`config.mk`:
```
export PLATFORM = sky130hd
export DESIGN_NAME = blkxfer_engine
export DESIGN_NICKNAME = d
export VERILOG_FILES = /design/src/rtl/blk_pkg.sv /design/src/rtl/blk_step_unit.sv /design/src/rtl/blk_flag_unit.sv /design/src/rtl/blk_seq_ctrl.sv /design/src/rtl/blkxfer_engine.sv
export SDC_FILE = /design/constraint.sdc
export NUM_CORES = 1
export LEC_CHECK = 0
export ABC_AREA = 1
export BUFFER_PORTS_ARGS = -buffer_cell sky130_fd_sc_hd__buf_2
export CAP_MARGIN = 10
export CORE_ASPECT_RATIO = 1.25
export CORE_MARGIN = 5
export CORE_UTILIZATION = 50
export DETAILED_ROUTE_END_ITERATION = 16
export GPL_ROUTABILITY_DRIVEN = 0
export PLACE_DENSITY = 0.88
export RECOVER_POWER = 100
export SLEW_MARGIN = 20
export SYNTH_ARGS = -nofsm -noshare
export SYNTH_HDL_FRONTEND = slang
export SYNTH_SLANG_ARGS = --single-unit
```
`constraint.sdc`:
```
create_clock -name clk -period 2.5 [get_ports clk]
set_input_delay 0.375 -clock clk [delete_from_list [all_inputs] [get_ports clk]]
set_output_delay 0.375 -clock clk [all_outputs]
set_load 0.02 [all_outputs]
```
`src/rtl/blk_pkg.sv`:
```
// Package: shared types and fixed flag-bit positions for the block
// move and search sequencer. Bit positions are architectural and are
// decoded by the consumer of the flag byte.
package blk_pkg;

    // Flag byte bit positions
    localparam int FLG_C  = 0;
    localparam int FLG_N  = 1;
    localparam int FLG_PV = 2;
    localparam int FLG_Y  = 3;
    localparam int FLG_H  = 4;
    localparam int FLG_X  = 5;
    localparam int FLG_Z  = 6;
    localparam int FLG_S  = 7;

    // Bits of the intermediate value copied into the undocumented flags
    localparam int UND_SRC_Y = 3;
    localparam int UND_SRC_X = 1;

    // Bit whose borrow becomes the half flag
    localparam int HALF_BIT = 4;

    // Operation word: repeat / compare / decrement
    typedef struct packed {
        logic rep;
        logic cmp;
        logic dec;
    } blk_op_t;

    typedef enum logic [2:0] {
        ST_IDLE,
        ST_READ,
        ST_LATCH,
        ST_WRITE,
        ST_COMMIT
    } blk_state_t;

endpackage

```
`src/rtl/blk_step_unit.sv`:
```
// Module: blk_step_unit
// Computes the next source and destination pointers and the next
// counter value for one element. Pure combinational logic.
// Assumes: pointer and counter arithmetic wraps modulo its width.
module blk_step_unit #(
    parameter int ADDR_W = 16,
    parameter int CNT_W  = 16
) (
    input  logic              dec_i,
    input  logic              cmp_i,
    input  logic [ADDR_W-1:0] src_i,
    input  logic [ADDR_W-1:0] dst_i,
    input  logic [CNT_W-1:0]  cnt_i,
    output logic [ADDR_W-1:0] src_o,
    output logic [ADDR_W-1:0] dst_o,
    output logic [CNT_W-1:0]  cnt_o,
    output logic              cnt_nz_o
);

    localparam logic [ADDR_W-1:0] STRIDE_UP = ADDR_W'(1);
    localparam logic [ADDR_W-1:0] STRIDE_DN = '1;

    logic [ADDR_W-1:0] stride_w;

    // Choose +1 or -1 (all ones) as the pointer stride
    always_comb begin
        stride_w = dec_i ? STRIDE_DN : STRIDE_UP;
    end

    // Step pointers; searches leave the destination alone
    always_comb begin
        src_o = src_i + stride_w;
        dst_o = cmp_i ? dst_i : (dst_i + stride_w);
    end

    // Count down and flag a nonzero remainder
    always_comb begin
        cnt_o    = cnt_i - CNT_W'(1);
        cnt_nz_o = |cnt_o;
    end

endmodule

```
`src/rtl/blk_flag_unit.sv`:
```
// Module: blk_flag_unit
// Builds the flag byte for a load or compare element, including the
// two undocumented bits taken from an intermediate sum or difference.
// Also reports whether the compare found a match.
// Assumes: DATA_W is at least 8 so that all flag positions exist.
module blk_flag_unit
    import blk_pkg::*;
#(
    parameter int DATA_W = 8
) (
    input  logic              cmp_i,
    input  logic [DATA_W-1:0] acc_i,
    input  logic [DATA_W-1:0] data_i,
    input  logic [DATA_W-1:0] flags_i,
    input  logic              cnt_nz_i,
    output logic [DATA_W-1:0] flags_o,
    output logic              match_o
);

    localparam logic [DATA_W-1:0] HALF_MASK = DATA_W'(1) << HALF_BIT;
    localparam logic [DATA_W-1:0] Y_MASK    = DATA_W'(1) << UND_SRC_Y;
    localparam logic [DATA_W-1:0] X_MASK    = DATA_W'(1) << UND_SRC_X;
    localparam logic [DATA_W-1:0] KEEP_MASK = (DATA_W'(1) << FLG_S) |
                                              (DATA_W'(1) << FLG_Z) |
                                              (DATA_W'(1) << FLG_C);

    logic [DATA_W-1:0] sum_w;
    logic [DATA_W-1:0] diff_w;
    logic [DATA_W-1:0] bvec_w;
    logic [DATA_W-1:0] adj_w;
    logic [DATA_W-1:0] nsel_w;
    logic              half_w;

    // Arithmetic datapath: sum for loads, difference and adjusted difference for compares
    always_comb begin
        sum_w  = acc_i + data_i;
        diff_w = acc_i - data_i;
        bvec_w = acc_i ^ data_i ^ diff_w;
        half_w = |(bvec_w & HALF_MASK);
        adj_w  = diff_w - DATA_W'(half_w);
        nsel_w = cmp_i ? adj_w : sum_w;
    end

    // Match detect for the search repeat condition
    always_comb begin
        match_o = (diff_w == '0);
    end

    // Assemble the flag byte
    always_comb begin
        if (cmp_i) begin
            flags_o         = '0;
            flags_o[FLG_C]  = flags_i[FLG_C];
            flags_o[FLG_N]  = 1'b1;
            flags_o[FLG_H]  = half_w;
            flags_o[FLG_Z]  = (diff_w == '0);
            flags_o[FLG_S]  = diff_w[DATA_W-1];
        end else begin
            flags_o         = flags_i & KEEP_MASK;
        end
        flags_o[FLG_PV] = cnt_nz_i;
        flags_o[FLG_Y]  = |(nsel_w & Y_MASK);
        flags_o[FLG_X]  = |(nsel_w & X_MASK);
    end

endmodule

```
`src/rtl/blk_seq_ctrl.sv`:
```
// Module: blk_seq_ctrl
// Sequencer for one element: read strobe, data capture, optional
// write, then commit of results.
// Assumes: memory read data is valid in the cycle after the read strobe.
module blk_seq_ctrl
    import blk_pkg::*;
(
    input  logic clk,
    input  logic rst_n,
    input  logic start_i,
    input  logic cmp_i,
    output logic accept_o,
    output logic mem_re_o,
    output logic latch_o,
    output logic mem_we_o,
    output logic commit_o
);

    blk_state_t state_q;
    blk_state_t state_d;

    // Next-state selection
    always_comb begin
        state_d = state_q;
        unique case (state_q)
            ST_IDLE:   if (start_i) state_d = ST_READ;
            ST_READ:   state_d = ST_LATCH;
            ST_LATCH:  state_d = cmp_i ? ST_COMMIT : ST_WRITE;
            ST_WRITE:  state_d = ST_COMMIT;
            ST_COMMIT: state_d = ST_IDLE;
            default:   state_d = ST_IDLE;
        endcase
    end

    // State register with synchronous active-low reset
    always_ff @(posedge clk) begin
        if (!rst_n) state_q <= ST_IDLE;
        else        state_q <= state_d;
    end

    // Decode per-state strobes
    always_comb begin
        accept_o = (state_q == ST_IDLE) && start_i;
        mem_re_o = (state_q == ST_READ);
        latch_o  = (state_q == ST_LATCH);
        mem_we_o = (state_q == ST_WRITE);
        commit_o = (state_q == ST_COMMIT);
    end


    cmp_nowrite_chk: assert property (@(posedge clk) disable iff (!rst_n)
        mem_we_o |-> !cmp_i);


    rd_before_wr_chk: assert property (@(posedge clk) disable iff (!rst_n)
        mem_we_o |-> $past(mem_re_o, 2));

endmodule

```
`src/rtl/blkxfer_engine.sv`:
```
// Module: blkxfer_engine (top)
// Runs one element of a block load or block compare per start pulse.
// It returns updated pointers, counter and flags, a repeat request and
// the T-state charge.
// Assumes: a single-ported registered memory (read data one cycle after
// mem_re_o, write in the strobe cycle); the controller re-issues while
// repeat_o is high.
module blkxfer_engine
    import blk_pkg::*;
#(
    parameter int ADDR_W = 16,
    parameter int CNT_W  = 16,
    parameter int DATA_W = 8,
    parameter int T_LOOP = 21,
    parameter int T_LAST = 16,
    parameter int TS_W   = $clog2(T_LOOP + 1)
) (
    input  logic              clk,
    input  logic              rst_n,
    input  logic              start_i,
    input  logic [2:0]        op_i,
    input  logic [ADDR_W-1:0] src_i,
    input  logic [ADDR_W-1:0] dst_i,
    input  logic [CNT_W-1:0]  cnt_i,
    input  logic [DATA_W-1:0] acc_i,
    input  logic [DATA_W-1:0] flags_i,
    output logic [ADDR_W-1:0] mem_addr_o,
    output logic              mem_re_o,
    output logic              mem_we_o,
    output logic [DATA_W-1:0] mem_wdata_o,
    input  logic [DATA_W-1:0] mem_rdata_i,
    output logic              done_o,
    output logic [ADDR_W-1:0] src_o,
    output logic [ADDR_W-1:0] dst_o,
    output logic [CNT_W-1:0]  cnt_o,
    output logic [DATA_W-1:0] flags_o,
    output logic              repeat_o,
    output logic [TS_W-1:0]   tstates_o
);

    localparam logic [TS_W-1:0] TS_LOOP = TS_W'(T_LOOP);
    localparam logic [TS_W-1:0] TS_LAST = TS_W'(T_LAST);

    blk_op_t           op_q;
    logic [ADDR_W-1:0] src_q;
    logic [ADDR_W-1:0] dst_q;
    logic [CNT_W-1:0]  cnt_q;
    logic [DATA_W-1:0] acc_q;
    logic [DATA_W-1:0] flg_q;
    logic [DATA_W-1:0] data_q;

    logic              accept_w;
    logic              latch_w;
    logic              commit_w;

    logic [ADDR_W-1:0] src_n_w;
    logic [ADDR_W-1:0] dst_n_w;
    logic [CNT_W-1:0]  cnt_n_w;
    logic              cnt_nz_w;
    logic [DATA_W-1:0] flags_n_w;
    logic              match_w;
    logic              rep_w;

    blk_seq_ctrl u_ctrl (
        .clk      (clk),
        .rst_n    (rst_n),
        .start_i  (start_i),
        .cmp_i    (op_q.cmp),
        .accept_o (accept_w),
        .mem_re_o (mem_re_o),
        .latch_o  (latch_w),
        .mem_we_o (mem_we_o),
        .commit_o (commit_w)
    );

    blk_step_unit #(
        .ADDR_W (ADDR_W),
        .CNT_W  (CNT_W)
    ) u_step (
        .dec_i    (op_q.dec),
        .cmp_i    (op_q.cmp),
        .src_i    (src_q),
        .dst_i    (dst_q),
        .cnt_i    (cnt_q),
        .src_o    (src_n_w),
        .dst_o    (dst_n_w),
        .cnt_o    (cnt_n_w),
        .cnt_nz_o (cnt_nz_w)
    );

    blk_flag_unit #(
        .DATA_W (DATA_W)
    ) u_flags (
        .cmp_i    (op_q.cmp),
        .acc_i    (acc_q),
        .data_i   (data_q),
        .flags_i  (flg_q),
        .cnt_nz_i (cnt_nz_w),
        .flags_o  (flags_n_w),
        .match_o  (match_w)
    );

    // Operand capture on an accepted start
    always_ff @(posedge clk) begin
        if (!rst_n) begin
            op_q  <= '0;
            src_q <= '0;
            dst_q <= '0;
            cnt_q <= '0;
            acc_q <= '0;
            flg_q <= '0;
        end else if (accept_w) begin
            op_q  <= blk_op_t'(op_i);
            src_q <= src_i;
            dst_q <= dst_i;
            cnt_q <= cnt_i;
            acc_q <= acc_i;
            flg_q <= flags_i;
        end
    end

    // Capture the byte returned by memory
    always_ff @(posedge clk) begin
        if (!rst_n)       data_q <= '0;
        else if (latch_w) data_q <= mem_rdata_i;
    end

    // Memory port: write goes to the destination, reads come from the source
    always_comb begin
        mem_addr_o  = mem_we_o ? dst_q : src_q;
        mem_wdata_o = data_q;
    end

    // Repeat rule: moves loop on a nonzero count, searches also need a mismatch
    always_comb begin
        rep_w = op_q.rep && cnt_nz_w && !(op_q.cmp && match_w);
    end

    // Result registers and completion pulse
    always_ff @(posedge clk) begin
        if (!rst_n) begin
            done_o    <= 1'b0;
            src_o     <= '0;
            dst_o     <= '0;
            cnt_o     <= '0;
            flags_o   <= '0;
            repeat_o  <= 1'b0;
            tstates_o <= '0;
        end else begin
            done_o <= commit_w;
            if (commit_w) begin
                src_o     <= src_n_w;
                dst_o     <= dst_n_w;
                cnt_o     <= cnt_n_w;
                flags_o   <= flags_n_w;
                repeat_o  <= rep_w;
                tstates_o <= rep_w ? TS_LOOP : TS_LAST;
            end
        end
    end


    port_excl_chk: assert property (@(posedge clk) disable iff (!rst_n)
        !(mem_re_o && mem_we_o));


    done_pulse_chk: assert property (@(posedge clk) disable iff (!rst_n)
        done_o |=> !done_o);


    rep_cnt_chk: assert property (@(posedge clk) disable iff (!rst_n)
        (done_o && repeat_o) |-> (cnt_o != '0));


    rep_match_chk: assert property (@(posedge clk) disable iff (!rst_n)
        (done_o && repeat_o && op_q.cmp) |-> !flags_o[FLG_Z]);


    cmp_dst_chk: assert property (@(posedge clk) disable iff (!rst_n)
        (done_o && op_q.cmp) |-> (dst_o == dst_q));


    ld_hn_chk: assert property (@(posedge clk) disable iff (!rst_n)
        (done_o && !op_q.cmp) |-> (!flags_o[FLG_H] && !flags_o[FLG_N]));


    pv_cnt_chk: assert property (@(posedge clk) disable iff (!rst_n)
        done_o |-> (flags_o[FLG_PV] == (cnt_o != '0)));


    tstate_range_chk: assert property (@(posedge clk) disable iff (!rst_n)
        done_o |-> ((tstates_o == TS_LOOP) || (tstates_o == TS_LAST)));

endmodule

```
==> results of run 1 <==
==> cell usage after synthesis (all sizes together) <==
library cell  count  area [um2]
nand3b            3        22.5
inv             152         571
nor4              1        6.26
a221oi            1        8.76
o221ai            2        17.5
o211ai            4        30.0
o21bai            3        22.5
clkbuf           35         131
a21oi           139         696
o21ai           143         719
a31oi             6        37.5
nand2           191         717
ha               40         500
xnor2             7        61.3
xor2             16         140
a211oi            1        7.51
buf              13        72.6
nand2b            1        6.26
a21o              4        30.0
nor2            118         455
fa                3        60.1
dfxtp           132        2640
a22oi             1        7.51
or2               1        6.26
conb              1        3.75
nor3              7        46.3
nand4             6        37.5
o21a              4        30.0
nand3            54         270
==> worst min-delay path, cell delays in order <==
cell	delay [ns]
buf_2	0.08
o21ai_0	0.07
nor2_1	0.08
==> state kept, by name (all words and copies together), names as in the netlist <==
signal,count
flags_o,8
dst_o,16
acc_q,8
cnt_q,16
dst_q,16
cnt_o,16
done_o,1
flg_q,3
tstates_o,2
u_ctrl.state_q,3
src_o,16
op_q,3
mem_wdata_o,8
src_q,16
==> how the worst min path moves through the flow <==
stage	from	end	slack (ns)	cells after the start
after global routing	mem_rdata_i[0]	mem_wdata_o[0]$_SDFFE_PN0N_	0.22	3
after CTS	mem_rdata_i[0]	mem_wdata_o[0]$_SDFFE_PN0N_	0.20	3
after floorplan	flg_q[7]$_SDFFE_PN0P_	flg_q[7]$_SDFFE_PN0P_	0.42	2
after detailed placement	acc_q[5]$_SDFFE_PN0P_	acc_q[5]$_SDFFE_PN0P_	0.44	2
final	mem_rdata_i[0]	mem_wdata_o[0]$_SDFFE_PN0N_	0.22	3
after global placement	acc_q[6]$_SDFFE_PN0P_	acc_q[6]$_SDFFE_PN0P_	0.44	2
==> cells by family (layout without fill, tap and decap cells) <==
logic type	Yosys count	in the layout
and+or+nand+nor	382	382
AOI/OAI and AO/OA	308	308
buffers and inverters	200	352
DFF	132	132
adders and majority gates	43	43
xor gates and xnor gates	23	23
other	1	2
==> per-stage QoR <==
step	cell area [um2]	util	total power, mW	worst slack, ns
CTS	8850	0.614	6.90	0.159
global route	8700	0.604	7.27	0.0443
finish	8700	0.604	6.83	0.210
detailed placement	8290	0.576	4.53	0.347
floorplan	7360	-	3.98	0.318
global placement	8290	0.576	4.48	0.422
==> per-layer routing <==
| layer | vias to the layer above | GRT usage | routed length, um |
|---|---|---|---|
| met3 | 58 | 0.0556 | 1300 |
| li1 | 3836 | - | - |
| met2 | 267 | 0.421 | 10400 |
| met5 | - | 0 | 7 |
| met4 | 2 | 0.115 | 789 |
| met1 | 3388 | 0.268 | 8380 |
==> where the power goes <==
| group | internal, mW | total [mW] | switching [mW] | leakage (nW) |
|---|---|---|---|---|
| clock network | 1.47 | 2.35 | 0.875 | 0.278 |
| registers | 2.30 | 2.45 | 0.152 | 1.08 |
| logic | 0.674 | 2.03 | 1.35 | 2.79 |
| total | 4.45 | 6.83 | 2.38 | 4.15 |
==> repair_timing <==
| item | CTS | global route |
|---|---|---|
| gates resized for setup | 0 | 1 |
| setup endpoints to repair | 0 | 3 |
| buffers inserted | 0 | 0 |
| hold buffers | 0 | 0 |
==> layout make-up <==
cell class              count  area, um2
clock buffers              24        502
clock inverters             5       50.0
fillers                  1356       5700
inverters                 152        571
multi-input cells         758       3940
flip-flops and latches    132       2640
well taps                 178        223
repair buffers            171        773
==> flow_summary.toml, run 1 <==
[run_status]
status = "finished, final reports clean"

[synth]
synth_cell_types = 37
yosys_warnings = 0
synthCells = 1089
synth_xor_area_frac = 0.0274
synth-seq-cells = 132
syn-cell-area_mm2 = 0.00736
synth_seq_area_share = 0.359
synth_top_family_by_area = "compound AO/OA/AOI/OAI gates"
synth_area_per_cell_um2 = 6.76
synth-compound-area-share = 0.218
synthAdderAreaFrac = 0.0762
synthSimpleGateAreaFrac = 0.213
synthMuxAreaShare = 0

[route]
vias_per_cell = 5.32
vias = 7551
drc = 0
first_iter_violations = 501
finalWirelength_um = 20900
wl_per_cell_um = 14.7
postRouteAntennaNets = 0
dr.pass1.iters = 5

[cells_and_area]
finalNonFillerCells = 1420
area_growth_syn_to_layout_pct = 18.3
n_antenna_cell = 0
final_cell_mix = "nand2_1, inv_1, o21ai_0"
layout.cells.most_common = "nand2_1"
nNetsFinal = 1353
drive_gt1_frac = 0.0974

[floorplanning]
coreArea_mm2 = 0.0144
placementRows = 49
initial_core_util = 0.511
pin_count = 167
die_w_um = 118
die_height_um = 146
die_area_mm2 = 0.0173

[timing]
slew_headroom = 0.138
clock.fmax_mhz = 437
worst_pin_slew_ns = 1.29
skew_ns = 0.00705
holdWs_ns = 0.224
drv_slew = 0
setup_violations = 0
min_period_over_period = 0.916
hold_violations = 0
fin_crit_ns = 2.29
grt_setup_unrepaired = "false"
tns_ns = 0

[critical_path]
critical-path-slowest-cell = "dfxtp_1"
rr_endpoint = "dst_o[8]$_SDFFE_PN0P_"
r2r_setup_slack_ns = 0.21
critical_path.cell_chain = "buf_4, ha_1, a21oi_1, nand2_1, a21oi_1, o21ai_0, a21oi_1, o21ai_0, nand2_1, a21oi_1"
crit_family = "compound AO/OA/AOI/OAI gates"
cp-start-kind = "register"
cp-end-kind = "register"
cp.arrival_ns = 2.58
timing.rr.start = "op_q[0]$_SDFFE_PN0P_"
critical-path-max-stage-delay_ns = 0.35
worstSetupEndpoint = "dst_o[8]$_SDFFE_PN0P_"
cp_max_fo = 15
cp_common_cell = "a21oi_1"
crit_type = "reg2reg"
r2r_cells = 10
crit_cells = 10
cp.required_ns = 2.79
path_buf_inv = 1
crit_start = "op_q[0]$_SDFFE_PN0P_"

[cts]
path_clk_slew_ns = 0.06
worstSkewPairLatency_ns = 0.42
clock_sinks = 132
cts_buffers = 17
cts_tree = "done"
htree_levels = 4
cts_root_buffer = "clkbuf_16"
cts_buffer_depth = 2

[grt]
grt_pass1_vias = 7130
grt_pass1_wl_um = 33800
overflow = 0
grt_max_degree = 64
antenna_found_initial = 1
grt_use_total = 0.238

[place]
dp_hpwl_um = 15400
port_buffers = 159
dpl.cell_count = 1391

[min_path]
worstHoldPathType = "in2reg"

[run]
drv_cap = 0

[power_and_ir_drop]
cellLeakagePower_nw = 4.15
peakVddDrop_mv = 0.509
pwr_density_cell_mw_per_mm2 = 785
Power figures use the tool's default switching activity.
==> run 2: changes to the inputs <==
--- a/config.mk
+++ b/config.mk
@@ -6,14 +6,15 @@
 export NUM_CORES = 1
 export LEC_CHECK = 0
 export ABC_AREA = 1
-export BUFFER_PORTS_ARGS = -buffer_cell sky130_fd_sc_hd__buf_2
 export CAP_MARGIN = 10
 export CORE_ASPECT_RATIO = 1.25
 export CORE_MARGIN = 5
 export CORE_UTILIZATION = 50
 export DETAILED_ROUTE_END_ITERATION = 16
+export DONT_BUFFER_PORTS = 1
 export GPL_ROUTABILITY_DRIVEN = 0
-export PLACE_DENSITY = 0.88
+export MAX_ROUTING_LAYER = met4
+export PLACE_DENSITY = 0.78
 export RECOVER_POWER = 100
 export SLEW_MARGIN = 20
 export SYNTH_ARGS = -nofsm -noshare
==> run 2 against run 1 <==
Effect of this change: via count shrank 8.3%; clock-buffer cell count shrank 4; die area is the same; flip-flop and latch count is the same; sequential power grew 3%; first-iteration DRC count shrank 31%; core utilization shrank 4.5 points; power shrank 0.99%; clock power is essentially flat.
==> flow_summary.toml, run 2 (synthesis results as in run 1) <==
[route]
postRouteAntennaNets = 0
dr.pass1.iters = 5
vias = 6923
wl_per_cell_um = 16.0
first_iter_violations = 348
vias_per_cell = 5.45
drc = 0
finalWirelength_um = 20300

[cts]
cts_tree = "done"
cts_buffers = 17
worstSkewPairLatency_ns = 0.42
clock_sinks = 132
post_cts_buffers = 0
htree_levels = 4
cts_root_buffer = "clkbuf_16"
cts_resized = 0
path_clk_slew_ns = 0.06
cts_buffer_depth = 2
cts.hold.buffers_added = 0

[timing]
grt_setup_unrepaired = "false"
hold_violations = 0
clock.fmax_mhz = 433
min_period_over_period = 0.923
setup_violations = 0
worst_pin_slew_ns = 1.32
fin_crit_ns = 2.31
skew_ns = 0.00534
slew_headroom = 0.123
fin_ws_ns = 0.193
drv_slew = 0
tns_ns = 0

[cells_and_area]
area_growth_syn_to_layout_pct = 9.56
drive_gt1_frac = 0.0476
num-fill-cells = 1363
n_antenna_cell = 0
nNetsFinal = 1201
post-route-util = 0.559
layout.cells.most_common = "nand2_1"
final_cell_mix = "nand2_1, inv_1, o21ai_0"
final_area_mm2 = 0.00806

[place]
dp_hpwl_um = 14900
placed_cell_area_mm2 = 0.00755
port_buffers = 0
dpl_worst_slack_ns = 0.305

[floorplanning]
pin_count = 167
coreArea_mm2 = 0.0144
initial_core_util = 0.511
die_area_mm2 = 0.0173
placementRows = 49
die_w_um = 118
die_height_um = 146

[critical_path]
crit_family = "buffers and inverters"
critical-path-slowest-cell = "dfxtp_1"
cp-end-kind = "output port"
cp.required_ns = 2.12
cp.arrival_ns = 1.93
critical-path-max-stage-delay_ns = 0.38
crit_type = "reg2out"
cp-start-kind = "register"
path_buf_inv = 3
cp_max_fo = 33
critical_path.cell_chain = "inv_1, nor2_1, buf_4, nand2_1, o21ai_0, clkbuf_1"

[grt]
grt_pass1_vias = 6340
grt_pass1_wl_um = 32400
grt_max_degree = 94
overflow = 0
grt_use_total = 0.238
antenna_found_initial = 0

[power_and_ir_drop]
finalPower_mw = 6.76
peakVddDrop_mv = 0.426
cellLeakagePower_nw = 3.75
pwr_density_cell_mw_per_mm2 = 839

[run]
drv_cap = 0

[min_path]
worstHoldPathType = "in2reg"

[run_status]
status = "finished, final reports clean"
-- run 2: changes by cell type in the layout (fill, tap and decap cells not counted), sizes merged --
cell and delta:
inv +1, clkbuf -83, clkinv +1, buf -73
clkinvlp +5
-- run 2: through the flow --
| step | hold WS [ns] | instances |
|---|---|---|
| floorplan | 0.424 | 1090 |
| global placement | 0.437 | 1239 |
| detailed placement | 0.443 | 1239 |
| CTS | 0.0720 | 1271 |
| global route | 0.0932 | 1271 |
| finish | 0.100 | 1271 |
-- run 2: final timing paths --
kind	to	slack [ns]	start	cells past startpoint
max	mem_addr_o[7]	0.19	u_ctrl.state_q[1]$_SDFFE_PN0P_	6
max reg2reg	src_o[15]$_SDFFE_PN0P_	0.22	op_q[0]$_SDFFE_PN0P_	13
min reg2reg	src_o[0]$_SDFFE_PN0P_	0.45	src_q[0]$_SDFFE_PN0P_	1
min	src_q[2]$_SDFFE_PN0P_	0.10	rst_n	2
-- run 2: layout make-up --
type                    count  area (um2)  area share
multi-input cells         758        3940       0.489
flip-flops and latches    132        2640       0.328
inverters                 152         571      0.0708
clock buffers              20         467      0.0579
well taps                 178         223      0.0276
repair buffers             19         111      0.0138
clock inverters            12         105      0.0130
-- run 2: routing by layer --
layer / wire, um / share of wire / global-route usage / vias to the layer above
li1: - / - / - / 3535
met2: 9930 / 0.49 / 0.388 / 230
met3: 1490 / 0.073 / 0.0696 / 44
met1: 8280 / 0.41 / 0.274 / 3114
met4: 621 / 0.031 / 0.0987 / 0
met5: 0 / 0 / - / -
-- run 2: power breakdown --
part           internal, mW  switching, mW
sequential             2.30          0.223
clock                  1.44          0.942
combinational         0.614           1.24
-- run 2: worst reg2reg max path, delay by kind of cell, from the launching register on --
family	cells	cell delay, ns
and+or+nand+nor	8	0.84
DFF	1	0.32
AOI/OAI and AO/OA	1	0.32
adders and majority gates	1	0.39
buffers and inverters	3	0.34
==> run 3: changes to the inputs <==
--- a/config.mk
+++ b/config.mk
@@ -14,7 +14,7 @@
 export DONT_BUFFER_PORTS = 1
 export GPL_ROUTABILITY_DRIVEN = 0
 export MAX_ROUTING_LAYER = met4
-export PLACE_DENSITY = 0.78
+export PLACE_DENSITY = 0.75
 export RECOVER_POWER = 100
 export SLEW_MARGIN = 20
 export SYNTH_ARGS = -nofsm -noshare
==> constraint.sdc (replaced) <==
create_clock -name clk -period 2.96 [get_ports clk]
set_input_delay 0.444 -clock clk [delete_from_list [all_inputs] [get_ports clk]]
set_output_delay 0.444 -clock clk [all_outputs]
set_load 0.1 [all_outputs]
==> run 3 against run 2 <==
Effect of this change: the run now ends with capacitance limit, slew limit left; non-clock buffer count rose by 22; critical path depth stayed put; clock skew increased by 0.0047 ns; core utilization up 1.5 points; die area is the same; cell area up 2.7%; register-to-register slack improved by 0.04 ns; final cell count increased by 1.7%; global-route usage rose by 0.13 points; clock-buffer cell count fell by 1; first-iteration DRC count is 39% higher; largest power group unchanged.
==> flow_summary.toml, run 3 (synthesis results as in run 1) <==
[timing]
min_period_over_period = 0.933
slew_headroom = -0.0220
fin_ws_ns = 0.198
skew_ns = 0.0101
worst_pin_slew_ns = 1.53
setup_violations = 0
holdWs_ns = 0.166
drv_slew = 2
hold_violations = 0
clock.fmax_mhz = 362
fin_crit_ns = 2.76
grt_setup_unrepaired = "false"

[route]
first_iter_violations = 485
finalWirelength_um = 20600
vias = 6989
postRouteAntennaNets = 0
drc = 0
vias_per_cell = 5.41
dr.pass1.iters = 7
wl_per_cell_um = 15.9

[floorplanning]
die_area_mm2 = 0.0173
die_w_um = 118
pin_count = 167
die_height_um = 146
placementRows = 49
initial_core_util = 0.511
coreArea_mm2 = 0.0144

[critical_path]
cp_common_cell = "nand2_1"
crit_family = "simple AND/OR/NAND/NOR gates"
cp-start-kind = "register"
cp.arrival_ns = 2.32
cp-end-kind = "output port"
crit_type = "reg2out"
timing.rr.start = "op_q[0]$_SDFFE_PN0P_"
critical-path-slowest-cell = "nor2_4"
r2r_cells = 12
critical-path-max-stage-delay_ns = 0.61
cp.required_ns = 2.52
critical_path.cell_chain = "nand2_1, nor2_4, buf_4, nand2_1, o21ai_2, clkbuf_4"
r2r_setup_slack_ns = 0.26
rr_endpoint = "dst_o[14]$_SDFFE_PN0P_"
path_buf_inv = 2
cp_max_fo = 26

[grt]
grt_use_total = 0.240
grt_pass1_vias = 6475
overflow = 0
grt_max_degree = 94
grt_pass1_wl_um = 32900
antenna_found_initial = 0

[cells_and_area]
drive_gt1_frac = 0.0709
final_area_mm2 = 0.00828
nNetsFinal = 1223
n_antenna_cell = 0
final_cell_mix = "nand2_1, inv_1, a21oi_1"
layout.cells.most_common = "nand2_1"
area_growth_syn_to_layout_pct = 12.5
num-fill-cells = 1378

[power_and_ir_drop]
p_sw_mw = 2.54
clockPowerShare = 0.345
power_frac_seq = 0.350
finalPower_mw = 6.46
cellLeakagePower_nw = 3.88
pwr_density_cell_mw_per_mm2 = 780
peakVddDrop_mv = 0.598
p_sw_frac = 0.393
comb_power_share = 0.305
p_int_mw = 3.92

[min_path]
hp-start = "rst_n"
hold_end = "src_q[14]$_SDFFE_PN0P_"
holdPathStages = 2
worstHoldPathType = "in2reg"

[cts]
cts_buffer_depth = 2
cts_tree = "done"
cts.hold.buffers_added = 0
cts_root_buffer = "clkbuf_16"
worstSkewPairLatency_ns = 0.42
cts_resized = 0
cts_buffers = 17
post_cts_buffers = 0
path_clk_slew_ns = 0.06
htree_levels = 4
clock_sinks = 132

[run_status]
violations = "capacitance limit, slew limit"
status = "finished, violations left"

[place]
placed_cell_area_mm2 = 0.00777
dpl_worst_slack_ns = 0.553
port_buffers = 0
dp_hpwl_um = 15000

[run]
drv_cap = 1
==> run 3: cell count changes in the layout (fill, tap and decap cells not counted), moves of 4 or more <==
cell / previous run / this run
clkbuf_1: 5 / 18
o21ai_0: 140 / 125
o21ai_2: 0 / 16
buf_2: 1 / 5
clkinvlp_4: 5 / 1
==> run 3: per-stage QoR <==
stage	cells	setup TNS, ns	utilization
finish	1293	0	0.575
global route	1293	0	0.575
CTS	1293	0	0.583
detailed placement	1261	0	0.540
global placement	1261	0	0.540
floorplan	1090	-4.89	-
==> run 3: layout make-up <==
| cell class | count | area [um2] | share of cell area |
|---|---|---|---|
| clock buffers | 19 | 443 | 0.0535 |
| inverters | 152 | 571 | 0.0689 |
| clock inverters | 13 | 183 | 0.0221 |
| flip-flops and latches | 132 | 2640 | 0.319 |
| multi-input cells | 758 | 4000 | 0.483 |
| well taps | 178 | 223 | 0.0269 |
| repair buffers | 41 | 214 | 0.0258 |
==> run 3: worst max-delay path by stage <==
stage | from | endpoint | slack (ns) | depth (start not counted)
floorplan | u_ctrl.state_q[2]$_SDFFE_PN0P_ | mem_addr_o[0] | -0.34 | 5
global placement | u_ctrl.state_q[1]$_SDFFE_PN0P_ | mem_addr_o[13] | 0.63 | 6
detailed placement | u_ctrl.state_q[1]$_SDFFE_PN0P_ | mem_addr_o[12] | 0.55 | 6
CTS | u_ctrl.state_q[1]$_SDFFE_PN0P_ | mem_addr_o[12] | 0.1 | 6
global route | u_ctrl.state_q[2]$_SDFFE_PN0P_ | mem_addr_o[12] | 0.04 | 7
finish | u_ctrl.state_q[0]$_SDFFE_PN0P_ | mem_addr_o[12] | 0.20 | 6
==> run 3: power groups by stage <==
stage	Sequential [mW]	Clock (mW)	Combinational (mW)
finish	2.26	2.23	1.97
global route	2.28	2.34	2.20
CTS	2.26	2.27	2.01
detailed placement	2.30	0	1.99
global placement	2.30	0	1.96
floorplan	2.39	0	1.46
==> run 3: per-layer routing <==
layer  track usage  routed length, um  up-vias
li1              -                  -     3579
met1         0.277               8500     3177
met2         0.407              10400      205
met3        0.0680               1360       28
met4        0.0652                368        0
met5             -                  0        -
